`src/rtl/kms_pkg.sv`:
```
package kms_pkg;

   typedef enum logic [1:0] {
      MODE_PENDING  = 2'd0,
      MODE_CAL_OK   = 2'd1,
      MODE_CAL_LOCK = 2'd2,
      MODE_DIAG     = 2'd3
   } kms_mode_e;

   typedef enum logic [1:0] {
      PH_JMP_EN  = 2'd0,
      PH_JMP_INH = 2'd1,
      PH_GAP     = 2'd2,
      PH_COL     = 2'd3
   } kms_phase_e;

   function automatic kms_mode_e kms_decode(input logic en_low, input logic inh_low);
      if (en_low)       return MODE_CAL_OK;
      else if (inh_low) return MODE_CAL_LOCK;
      else              return MODE_DIAG;
   endfunction

endpackage

```
`src/rtl/kms_scan_seq.sv`:
```
module kms_scan_seq
   import kms_pkg::*;
#(
   parameter int NUM_ROWS      = 10,
   parameter int NUM_COLS      = 5,
   parameter int SEL_W         = 3,
   parameter int SETTLE_CYCLES = 3,
   parameter int GAP_CYCLES    = 1,
   parameter int ROW_W         = 4
)(
   input  logic                clk,
   input  logic                rst_n,
   output logic [NUM_ROWS-1:0] row_n,
   output logic [SEL_W-1:0]    col_sel,
   output logic                en_take,
   output logic                inh_take,
   output logic                sample_en,
   output logic                scan_last,
   output logic [ROW_W-1:0]    row_idx,
   output logic [SEL_W-1:0]    col_idx
);

   localparam int MAXC     = (SETTLE_CYCLES > GAP_CYCLES) ? SETTLE_CYCLES : GAP_CYCLES;
   localparam int CNT_W    = (MAXC < 2) ? 1 : $clog2(MAXC + 1);
   localparam int EN_CODE  = NUM_COLS;
   localparam int INH_CODE = NUM_COLS + 1;
   localparam int ROW_LAST = NUM_ROWS - 1;
   localparam int COL_LAST = NUM_COLS - 1;

   kms_phase_e       phase;
   logic [CNT_W-1:0] cnt;
   logic [ROW_W-1:0] row_q;
   logic [SEL_W-1:0] col_q;
   logic             slot_end;
   logic             gap_end;
   logic             row_active;

   generate
      if (SETTLE_CYCLES == 0) begin : g_no_settle
         assign slot_end = 1'b1;
      end else begin : g_settle
         assign slot_end = (cnt == CNT_W'(SETTLE_CYCLES));
      end
   endgenerate

   assign gap_end = (cnt == CNT_W'(GAP_CYCLES - 1));

   always_ff @(posedge clk or negedge rst_n) begin
      if (!rst_n) begin
         phase <= PH_JMP_EN;
         cnt   <= '0;
         row_q <= '0;
         col_q <= '0;
      end else begin
         unique case (phase)
            PH_JMP_EN: begin
               if (slot_end) begin
                  phase <= PH_JMP_INH;
                  cnt   <= '0;
               end else begin
                  cnt <= cnt + CNT_W'(1);
               end
            end
            PH_JMP_INH: begin
               if (slot_end) begin
                  phase <= PH_GAP;
                  cnt   <= '0;
                  row_q <= '0;
               end else begin
                  cnt <= cnt + CNT_W'(1);
               end
            end
            PH_GAP: begin
               if (gap_end) begin
                  phase <= PH_COL;
                  cnt   <= '0;
                  col_q <= '0;
               end else begin
                  cnt <= cnt + CNT_W'(1);
               end
            end
            PH_COL: begin
               if (slot_end) begin
                  cnt <= '0;
                  if (col_q == SEL_W'(COL_LAST)) begin
                     phase <= PH_GAP;
                     col_q <= '0;
                     row_q <= (row_q == ROW_W'(ROW_LAST)) ? '0 : row_q + ROW_W'(1);
                  end else begin
                     col_q <= col_q + SEL_W'(1);
                  end
               end else begin
                  cnt <= cnt + CNT_W'(1);
               end
            end
            default: phase <= PH_JMP_EN;
         endcase
      end
   end

   assign row_active = (phase == PH_COL);

   generate
      for (genvar r = 0; r < NUM_ROWS; r++) begin : g_row_drv
         assign row_n[r] = !(row_active && (row_q == ROW_W'(r)));
      end
   endgenerate

   always_comb begin
      unique case (phase)
         PH_JMP_EN:  col_sel = SEL_W'(EN_CODE);
         PH_JMP_INH: col_sel = SEL_W'(INH_CODE);
         PH_COL:     col_sel = col_q;
         default:    col_sel = '0;
      endcase
   end

   assign en_take   = (phase == PH_JMP_EN)  && slot_end;
   assign inh_take  = (phase == PH_JMP_INH) && slot_end;
   assign sample_en = row_active && slot_end;
   assign scan_last = (row_q == ROW_W'(ROW_LAST)) && (col_q == SEL_W'(COL_LAST));
   assign row_idx   = row_q;
   assign col_idx   = col_q;

endmodule

```
`src/rtl/kms_jumper_dec.sv`:
```
module kms_jumper_dec
   import kms_pkg::*;
(
   input  logic      clk,
   input  logic      rst_n,
   input  logic      col_n,
   input  logic      en_take,
   input  logic      inh_take,
   output kms_mode_e mode
);

   logic en_low_q;

   always_ff @(posedge clk or negedge rst_n) begin
      if (!rst_n) begin
         en_low_q <= 1'b0;
         mode     <= MODE_PENDING;
      end else begin
         if (en_take && (mode == MODE_PENDING)) begin
            en_low_q <= ~col_n;
         end
         if (inh_take && (mode == MODE_PENDING)) begin
            mode <= kms_decode(en_low_q, ~col_n);
         end
      end
   end

endmodule

```
`src/rtl/kms_snapshot.sv`:
```
module kms_snapshot #(
   parameter int NUM_ROWS = 10,
   parameter int NUM_COLS = 5,
   parameter int SEL_W    = 3,
   parameter int ROW_W    = 4
)(
   input  logic                         clk,
   input  logic                         rst_n,
   input  logic                         col_n,
   input  logic                         sample_en,
   input  logic                         scan_last,
   input  logic [ROW_W-1:0]             row_idx,
   input  logic [SEL_W-1:0]             col_idx,
   output logic [NUM_ROWS*NUM_COLS-1:0] snap,
   output logic                         changed
);

   localparam int NBITS = NUM_ROWS * NUM_COLS;
   localparam int IDX_W = $clog2(NBITS);

   logic [NBITS-1:0] work_q;
   logic [NBITS-1:0] work_nx;
   logic [IDX_W-1:0] bit_idx;

   assign bit_idx = IDX_W'(row_idx) * IDX_W'(NUM_COLS) + IDX_W'(col_idx);

   always_comb begin
      work_nx          = work_q;
      work_nx[bit_idx] = ~col_n;
   end

   always_ff @(posedge clk or negedge rst_n) begin
      if (!rst_n) begin
         work_q  <= '0;
         snap    <= '0;
         changed <= 1'b0;
      end else begin
         changed <= 1'b0;
         if (sample_en) begin
            work_q <= work_nx;
            if (scan_last) begin
               snap    <= work_nx;
               changed <= (work_nx != snap);
            end
         end
      end
   end

endmodule

```
`src/rtl/keypad_matrix_scanner.sv`:
```
module keypad_matrix_scanner
   import kms_pkg::*;
#(
   parameter int NUM_ROWS      = 10,
   parameter int NUM_COLS      = 5,
   parameter int SEL_W         = 3,
   parameter int SETTLE_CYCLES = 3,
   parameter int GAP_CYCLES    = 1
)(
   input  logic                         clk,
   input  logic                         rst_n,
   input  logic                         col_n,
   output logic [NUM_ROWS-1:0]          row_n,
   output logic [SEL_W-1:0]             col_sel,
   output logic [NUM_ROWS*NUM_COLS-1:0] sw_state,
   output logic                         sw_changed,
   output logic [1:0]                   cal_mode
);

   localparam int ROW_W = (NUM_ROWS < 2) ? 1 : $clog2(NUM_ROWS);

   generate
      if (NUM_COLS + 2 > (1 << SEL_W)) begin : g_bad_sel
         $error("select code too narrow for columns plus two jumper positions");
      end
      if (GAP_CYCLES < 1) begin : g_bad_gap
         $error("at least one all-high cycle is needed between rows");
      end
      if (NUM_ROWS < 1 || NUM_COLS < 1) begin : g_bad_dim
         $error("matrix needs at least one row and one column");
      end
      if (SETTLE_CYCLES < 0) begin : g_bad_settle
         $error("settle count cannot be negative");
      end
   endgenerate

   logic             en_take;
   logic             inh_take;
   logic             sample_en;
   logic             scan_last;
   logic [ROW_W-1:0] row_idx;
   logic [SEL_W-1:0] col_idx;
   kms_mode_e        mode;

   kms_scan_seq #(
      .NUM_ROWS      (NUM_ROWS),
      .NUM_COLS      (NUM_COLS),
      .SEL_W         (SEL_W),
      .SETTLE_CYCLES (SETTLE_CYCLES),
      .GAP_CYCLES    (GAP_CYCLES),
      .ROW_W         (ROW_W)
   ) u_seq (
      .clk       (clk),
      .rst_n     (rst_n),
      .row_n     (row_n),
      .col_sel   (col_sel),
      .en_take   (en_take),
      .inh_take  (inh_take),
      .sample_en (sample_en),
      .scan_last (scan_last),
      .row_idx   (row_idx),
      .col_idx   (col_idx)
   );

   kms_jumper_dec u_jmp (
      .clk      (clk),
      .rst_n    (rst_n),
      .col_n    (col_n),
      .en_take  (en_take),
      .inh_take (inh_take),
      .mode     (mode)
   );

   kms_snapshot #(
      .NUM_ROWS (NUM_ROWS),
      .NUM_COLS (NUM_COLS),
      .SEL_W    (SEL_W),
      .ROW_W    (ROW_W)
   ) u_snap (
      .clk       (clk),
      .rst_n     (rst_n),
      .col_n     (col_n),
      .sample_en (sample_en),
      .scan_last (scan_last),
      .row_idx   (row_idx),
      .col_idx   (col_idx),
      .snap      (sw_state),
      .changed   (sw_changed)
   );

   assign cal_mode = mode;

endmodule

```
`config.mk`:
```
export PLATFORM = sky130hd
export DESIGN_NAME = keypad_matrix_scanner
export DESIGN_NICKNAME = d
export VERILOG_FILES = /design/src/rtl/kms_pkg.sv /design/src/rtl/kms_scan_seq.sv /design/src/rtl/kms_jumper_dec.sv /design/src/rtl/kms_snapshot.sv /design/src/rtl/keypad_matrix_scanner.sv
export SDC_FILE = /design/constraint.sdc
export NUM_CORES = 1
export LEC_CHECK = 0
export ABC_AREA = 0
export CAP_MARGIN = 30
export CORE_AREA = 2 2 170 89
export CTS_BUF_LIST = sky130_fd_sc_hd__clkbuf_8
export DETAILED_ROUTE_END_ITERATION = 8
export DIE_AREA = 0 0 172 91
export GPL_ROUTABILITY_DRIVEN = 0
export PLACE_DENSITY_LB_ADDON = 0.2
export SETUP_SLACK_MARGIN = 0.05
export SLEW_MARGIN = 20
export SYNTH_ARGS = -nofsm -noshare
export SYNTH_HDL_FRONTEND = slang
export SYNTH_SLANG_ARGS = --single-unit
export TNS_END_PERCENT = 100
```
`constraint.sdc`:
```
create_clock -name clk -period 4.95 [get_ports clk]
set_input_delay 0.495 -clock clk [delete_from_list [all_inputs] [get_ports clk]]
set_output_delay 0.495 -clock clk [all_outputs]
set_load 0.02 [all_outputs]
```
## Word-level counts from Yosys, hierarchy flattened

Index checks and enable logic that the tools add are counted.

- Add/subtract/negate cells: 4
- Multipliers: 1
- Magnitude comparators: 2
- Eq/ne operators: 20
- Multiplexer cells: 26
- Bitwise gates (word level): 1
- Reductions and logical operators: 38

Operators by type and width:

| cell | number |
|---|---|
| 50-bit bitwise mux | 1 |
| 50-bit inequality test | 1 |
| 1-bit logical AND | 17 |
| 4-bit by 3-bit equality test with 1-bit output (second input constant) | 4 |
| 2-bit 2-to-1 mux | 8 |
| 4-bit 2-to-1 mux | 4 |
| 1-bit zero test | 10 |
| 3-bit 2-to-1 mux | 3 |
| 3-bit case mux with 3 select lines | 1 |
| 4-bit by 2-bit equality test with 1-bit output (second input constant) | 2 |
| 4-bit equality test (second input constant) | 2 |
| 2-bit by 1-bit inequality test with 1-bit output (second input constant) | 4 |
| 2-bit case mux with 4 select lines | 1 |
| 4-bit case mux with 2 select lines | 1 |
| 6-bit by 7-bit < comparator with 1-bit output (second input constant) | 1 |
| 6-bit by 3-bit adder with 6-bit output | 1 |
| 1-bit demux with 6-bit select | 1 |
| 2-bit equality test (second input constant) | 3 |
| 6-bit by 1-bit greater-or-equal comparator with 1-bit output (second input constant) | 1 |
| 2-bit zero test | 3 |
| 4-bit by 3-bit multiplier with 6-bit output (second input constant) | 1 |
| 3-bit case mux with 2 select lines | 1 |
| 5-bit AND reduction | 1 |
| 4-bit by 1-bit adder with 4-bit output (second input constant) | 1 |
| other kinds (15) | 19 |

- Register bits after elaboration: 115
- Input port bits: 3

## Longest topological paths before layout

- Word-level depth: 10
- Gate-level depth with buffers: 15

## Hierarchy

From an unflattened synthesis, not the netlist that was laid out.

- Cell total of the unflattened synthesis: 861
- Area, all modules: 7434.6 sq um

By module, submodules not included:

| module | instances | cells each | area each (sq um) | seq. area each (sq um) |
|---|---|---|---|---|
| kms_snapshot | 1 | 755 | 6527.5 | 2527.4 |
| kms_scan_seq | 1 | 95 | 775.7 | 275.3 |
| kms_jumper_dec | 1 | 11 | 131.4 | 75.1 |

## Least setup slack after synthesis

Ideal clock, no wire load.

- Kind: flip-flop to flip-flop
- Start point: reg u_seq.row_q[2], in the netlist u_seq.row_idx[2]
- End point: reg u_snap.changed
- Data arrival time: 3.684 ns
- Data required time: 4.814 ns
- Slack: 1.129 ns
- Stages on the path, launching flop included: 13
- Path buffers: 0
- Path through: dfrtp_1 > ha_1 > ha_1 > fa_1 > xnor2_2 > o41a_1 > o2111ai_4 > nor2_1 > o2111ai_1 > or4_1 > nor4_1 > and4_1 > a31oi_1

- Cells in the longest elaborated chain, start to end: 10

Ends and longest elaborated chain:

| item | line | source |
|---|---|---|
| start, declared | kms_scan_seq.sv:32 | `logic [ROW_W-1:0] row_q;` |
| start signal, assigned | kms_scan_seq.sv:88 | `row_q <= (row_q == ROW_W'(ROW_LAST)) ? '0 : row_q + ROW_W'(1);` |
| 4-bit by 3-bit multiplier with 6-bit output | kms_snapshot.sv:25 | `assign bit_idx = IDX_W'(row_idx) * IDX_W'(NUM_COLS) + IDX_W'(col_idx);` |
| 6-bit by 3-bit adder with 6-bit output | kms_snapshot.sv:25 |  |
| 6-bit by 7-bit < comparator with 1-bit output (not written as such) / 6-bit by 1-bit greater-or-equal comparator with 1-bit output (equally long branches) | kms_snapshot.sv:29 | `work_nx[bit_idx] = ~col_n;` |
| 1-bit logical AND (not written as such) | kms_snapshot.sv:29 |  |
| 1-bit 2-to-1 mux (not written as such) | kms_snapshot.sv:29 |  |
| 1-bit demux with 6-bit select | -- |  |
| 50-bit bitwise mux | kms_snapshot.sv:29 |  |
| 50-bit inequality test | kms_snapshot.sv:43 | `changed <= (work_nx != snap);` |
| 1-bit 2-to-1 mux (*) | kms_snapshot.sv:41 | `if (scan_last) begin` |
| 1-bit 2-to-1 mux (*) | kms_snapshot.sv:39 | `if (sample_en) begin` |
| end signal, assigned | kms_snapshot.sv:43 |  |
| end, declared | kms_snapshot.sv:15 | `output logic changed` |

Mark *: on every way between the ends. The rest lies on a longest branch, timed or not.
A chain may end at the register's enable or synchronous reset.

## Final worst setup path

- Start point: reg u_seq.row_q[0], in the netlist u_seq.row_idx[0]
- End point: reg u_snap.changed

The elaborated chain is that of the path after synthesis.

==> flow_metrics.tcl <==
set metrics [dict create \
    nFillCells 1227 \
    finClkSkew_ns 0.0104 \
    wire_per_inst_um 23.7 \
    routed_wl_um 26300 \
    fin_crit_ns 4.75 \
    die_height_um 91 \
    clock_latency_ns 0.45 \
    syn_area_mm2 0.00725 \
    grtUsageTotal_pct 34.5 \
    initial_core_util_pct 51.3 \
    antenna_found_initial 0 \
    period_share_pct 96.0 \
    cpMaxStageDelayCell "fa_2" \
    pin_count 69 \
    finalNetCount 917 \
    cts_buffers 17 \
    viasPerCell 6.70 \
    slew_viol_final 0 \
    avgSynthCellArea_um2 8.56 \
    path_common_cell "ha_1" \
    cp_cell_sequence "ha_1 > ha_1 > fa_2 > nand2b_1 > a2111oi_4 > mux2i_1 > o22ai_1 > a221oi_1 > nand3_1 > nor4_1 > a31oi_1" \
    max_freq_ghz 0.210 \
    synth_edf_count 0 \
    maxCapViolCount 0 \
    drive_above_1_share_pct 9.89 \
    synth_top_area_cell "dfrtp_1" \
    ir_drop_mv 0.143 \
    ant_nets 0 \
    ys_ff_latch 115 \
    yosysUniqueCellTypes 71 \
    layout_common_cells "dfrtp_1 (114), nand2_1 (113), o21ai_0 (113)" \
    utilization_pct 61.0 \
    die-area_mm2 0.0157 \
    synthSimpleGateAreaFrac_pct 18.7 \
    crit_fanout 15 \
    rsz0062_at_grt "no" \
    synthFlopType "dfrtp_1" \
    status "complete, but fails checks" \
    hp-class "in -> async" \
    max_slew_margin_pct 34.4 \
    powerDensity_mw_per_mm2 231 \
    cts_max_path_buffers 2 \
    syn-num-nets 867 \
    leakage_nw 3.42 \
    report.power.total_mw 1.99 \
    arrival_ns 5.05 \
    path_clk_slew_ns 0.08 \
    setup_viol 0 \
    synth_compound_area_share_pct 26.0 \
    synth_top_family_by_area "compound AO/OA/AOI/OAI gates" \
    cts_max_level 4 \
    cts-root-buf "clkbuf_8" \
    grt_start_max_net_pins 85 \
    num_vias 7422 \
    worst_pin_slew_ns 0.980 \
    dr.pass1.iters 9 \
    diodes 0 \
    violations "DRC" \
    grt_overflow 0 \
    grt_pass1_vias 6841 \
    drt_iter0_markers 1283 \
    cpPeakStageDelay_ns 0.62 \
    start_kind "register" \
    cp.required_ns 5.25 \
    synth-adder-area-share_pct 3.04 \
    synthToLayoutAreaGrowth_pct 18.8 \
    synth_top_area_share_pct 39.7 \
    grt_first_pass_wirelength_um 40000 \
    layout.cells.most_common "dfrtp_1" \
    holdWs_ns 0.499 \
    port_buffers 68 \
    critPathKind "reg -> reg" \
    ys_seq_area_share_pct 39.7 \
    yosysWarnings 0 \
    hold_viol 0 \
    die_w_um 172 \
    dp_hpwl_um 18900 \
    area.sequential_mm2 0.00288 \
    cts_tree "done" \
    drc_errors 52 \
    critPathCaptureType "register" \
    muxShareOfSynthArea_pct 3.94 \
    netlist_top_cells_area "dfrtp_1 (40%), o21ai_0 (7.8%), o31ai_1 (6.0%), nand2_1 (5.9%), a21oi_1 (2.9%)" \
    place_area_mm2 0.00810 \
    coreArea_mm2 0.0141 \
    syn_inst 847 \
    async_flop_share_pct 100 \
    setup-tns-final_ns 0 \
    rr_startpoint "u_seq.row_idx[0]$_DFFE_PN0P_" \
    critPathLaunch "u_seq.row_idx[0]$_DFFE_PN0P_" \
    synth_xor_xnor_area_share_pct 4.33 \
    num_rows 31 \
    numClockSinks 115 \
    multi_input_area_mm2 0.00411 \
    stdcell_area_mm2 0.00861 \
]
## cell usage after synthesis, types with 4 or more instances
library cell  count
nor3_1           22
buf_2             4
nand2_1         114
a31oi_1           6
a32oi_1           4
a21oi_1          42
o2111ai_1         5
mux2_2           12
a211oi_1          5
o31ai_1          58
xnor2_1          15
inv_1            18
and3_1            9
nand4_1          15
clkbuf_1         54
mux2i_1          15
xor2_1           14
ha_1             16
or3_1             6
o21ai_0         113
dfrtp_1         115
o22ai_1           7
a2111oi_0         4
a221oi_1          7
nand2b_1          7
nor4_1           10
nor2b_1          21
nand3_1          18
o211ai_1          4
nor2_1           43
## final cells by class
| type | count | area share (%) |
|---|---|---|
| multi-input combinational | 652 | 47.8 |
| sequential | 115 | 33.4 |
| timing repair buffer | 92 | 10.1 |
| tap | 198 | 2.88 |
| clock buffer | 17 | 2.72 |
| clock inverter | 15 | 2.27 |
| inverter | 19 | 0.828 |
## worst max-delay path, delay by kind of cell, from the launching register on
family / cells / cell delay [ns]
flops: 1 / 0.57
simple gates: 3 / 1.00
fa+ha+maj: 3 / 1.24
compound gates: 4 / 1.40
mux: 1 / 0.39
## stage by stage
step / std cells / worst slack (ns)
2_1_floorplan: 847 / 1.13
3_3_place_gp: 1074 / 0.0394
3_5_place_dp: 1074 / -0.0131
4_1_cts: 1106 / 0.202
5_1_grt: 1108 / 0.0851
6_report: 1108 / 0.197
## layer usage
layer | vias to the layer above | share of wire [%] | wire length [um] | global-route usage [%]
li1 | 3220 | - | - | -
met3 | 133 | 17 | 4420 | 18.3
met5 | - | 0 | 0 | 0
met4 | 0 | 3.5 | 909 | 9.31
met2 | 549 | 38 | 9850 | 43.8
met1 | 3520 | 42 | 11100 | 49.9
## final timing paths
check / to / slack, ns / depth (start not counted)
setup / recovery: u_snap.changed$_DFF_PN0_ / 0.20 / 11
hold / removal: u_snap.snap[19]$_DFFE_PN0P_ / 0.50 / 2
setup reg to reg: u_snap.changed$_DFF_PN0_ / 0.20 / 11
hold reg to reg: u_snap.work_q[34]$_DFFE_PN0P_ / 0.50 / 2
max in group asynchronous: u_snap.snap[40]$_DFFE_PN0P_ / 3.48 / 3
min in group clk: u_snap.work_q[34]$_DFFE_PN0P_ / 0.50 / 2
## registers in the layout (all words and copies together), names as in the netlist
signal / count
u_snap.snap: 50
u_seq.row_idx: 4
u_seq.col_idx: 3
u_jmp.en_low_q: 1
u_seq.cnt: 2
u_snap.work_q: 50
u_snap.changed: 1
u_seq.phase: 2
u_jmp.mode: 2
## cells by family after synthesis
kind of cell    count (synthesis)
buf+inv                        80
fa+ha+maj                      17
mux                            27
simple gates                  283
flops                         115
compound gates                293
xor+xnor                       32
## where the power goes
part | internal, mW | total [mW] | switching, mW | leakage [nW]
sequential | 0.944 | 0.950 | 0.00544 | 1.09
combinational | 0.0194 | 0.0723 | 0.0529 | 2.11
clock | 0.514 | 0.970 | 0.456 | 0.216
total | 1.48 | 1.99 | 0.514 | 3.42
## timing repair
action	in CTS	in global routing
resized for setup	1	10
buffers inserted	0	0
hold endpoints to repair	0	25
endpoints found under the setup margin	1	1
hold buffers	0	1
Note: power is estimated with default switching activity, not from simulation.
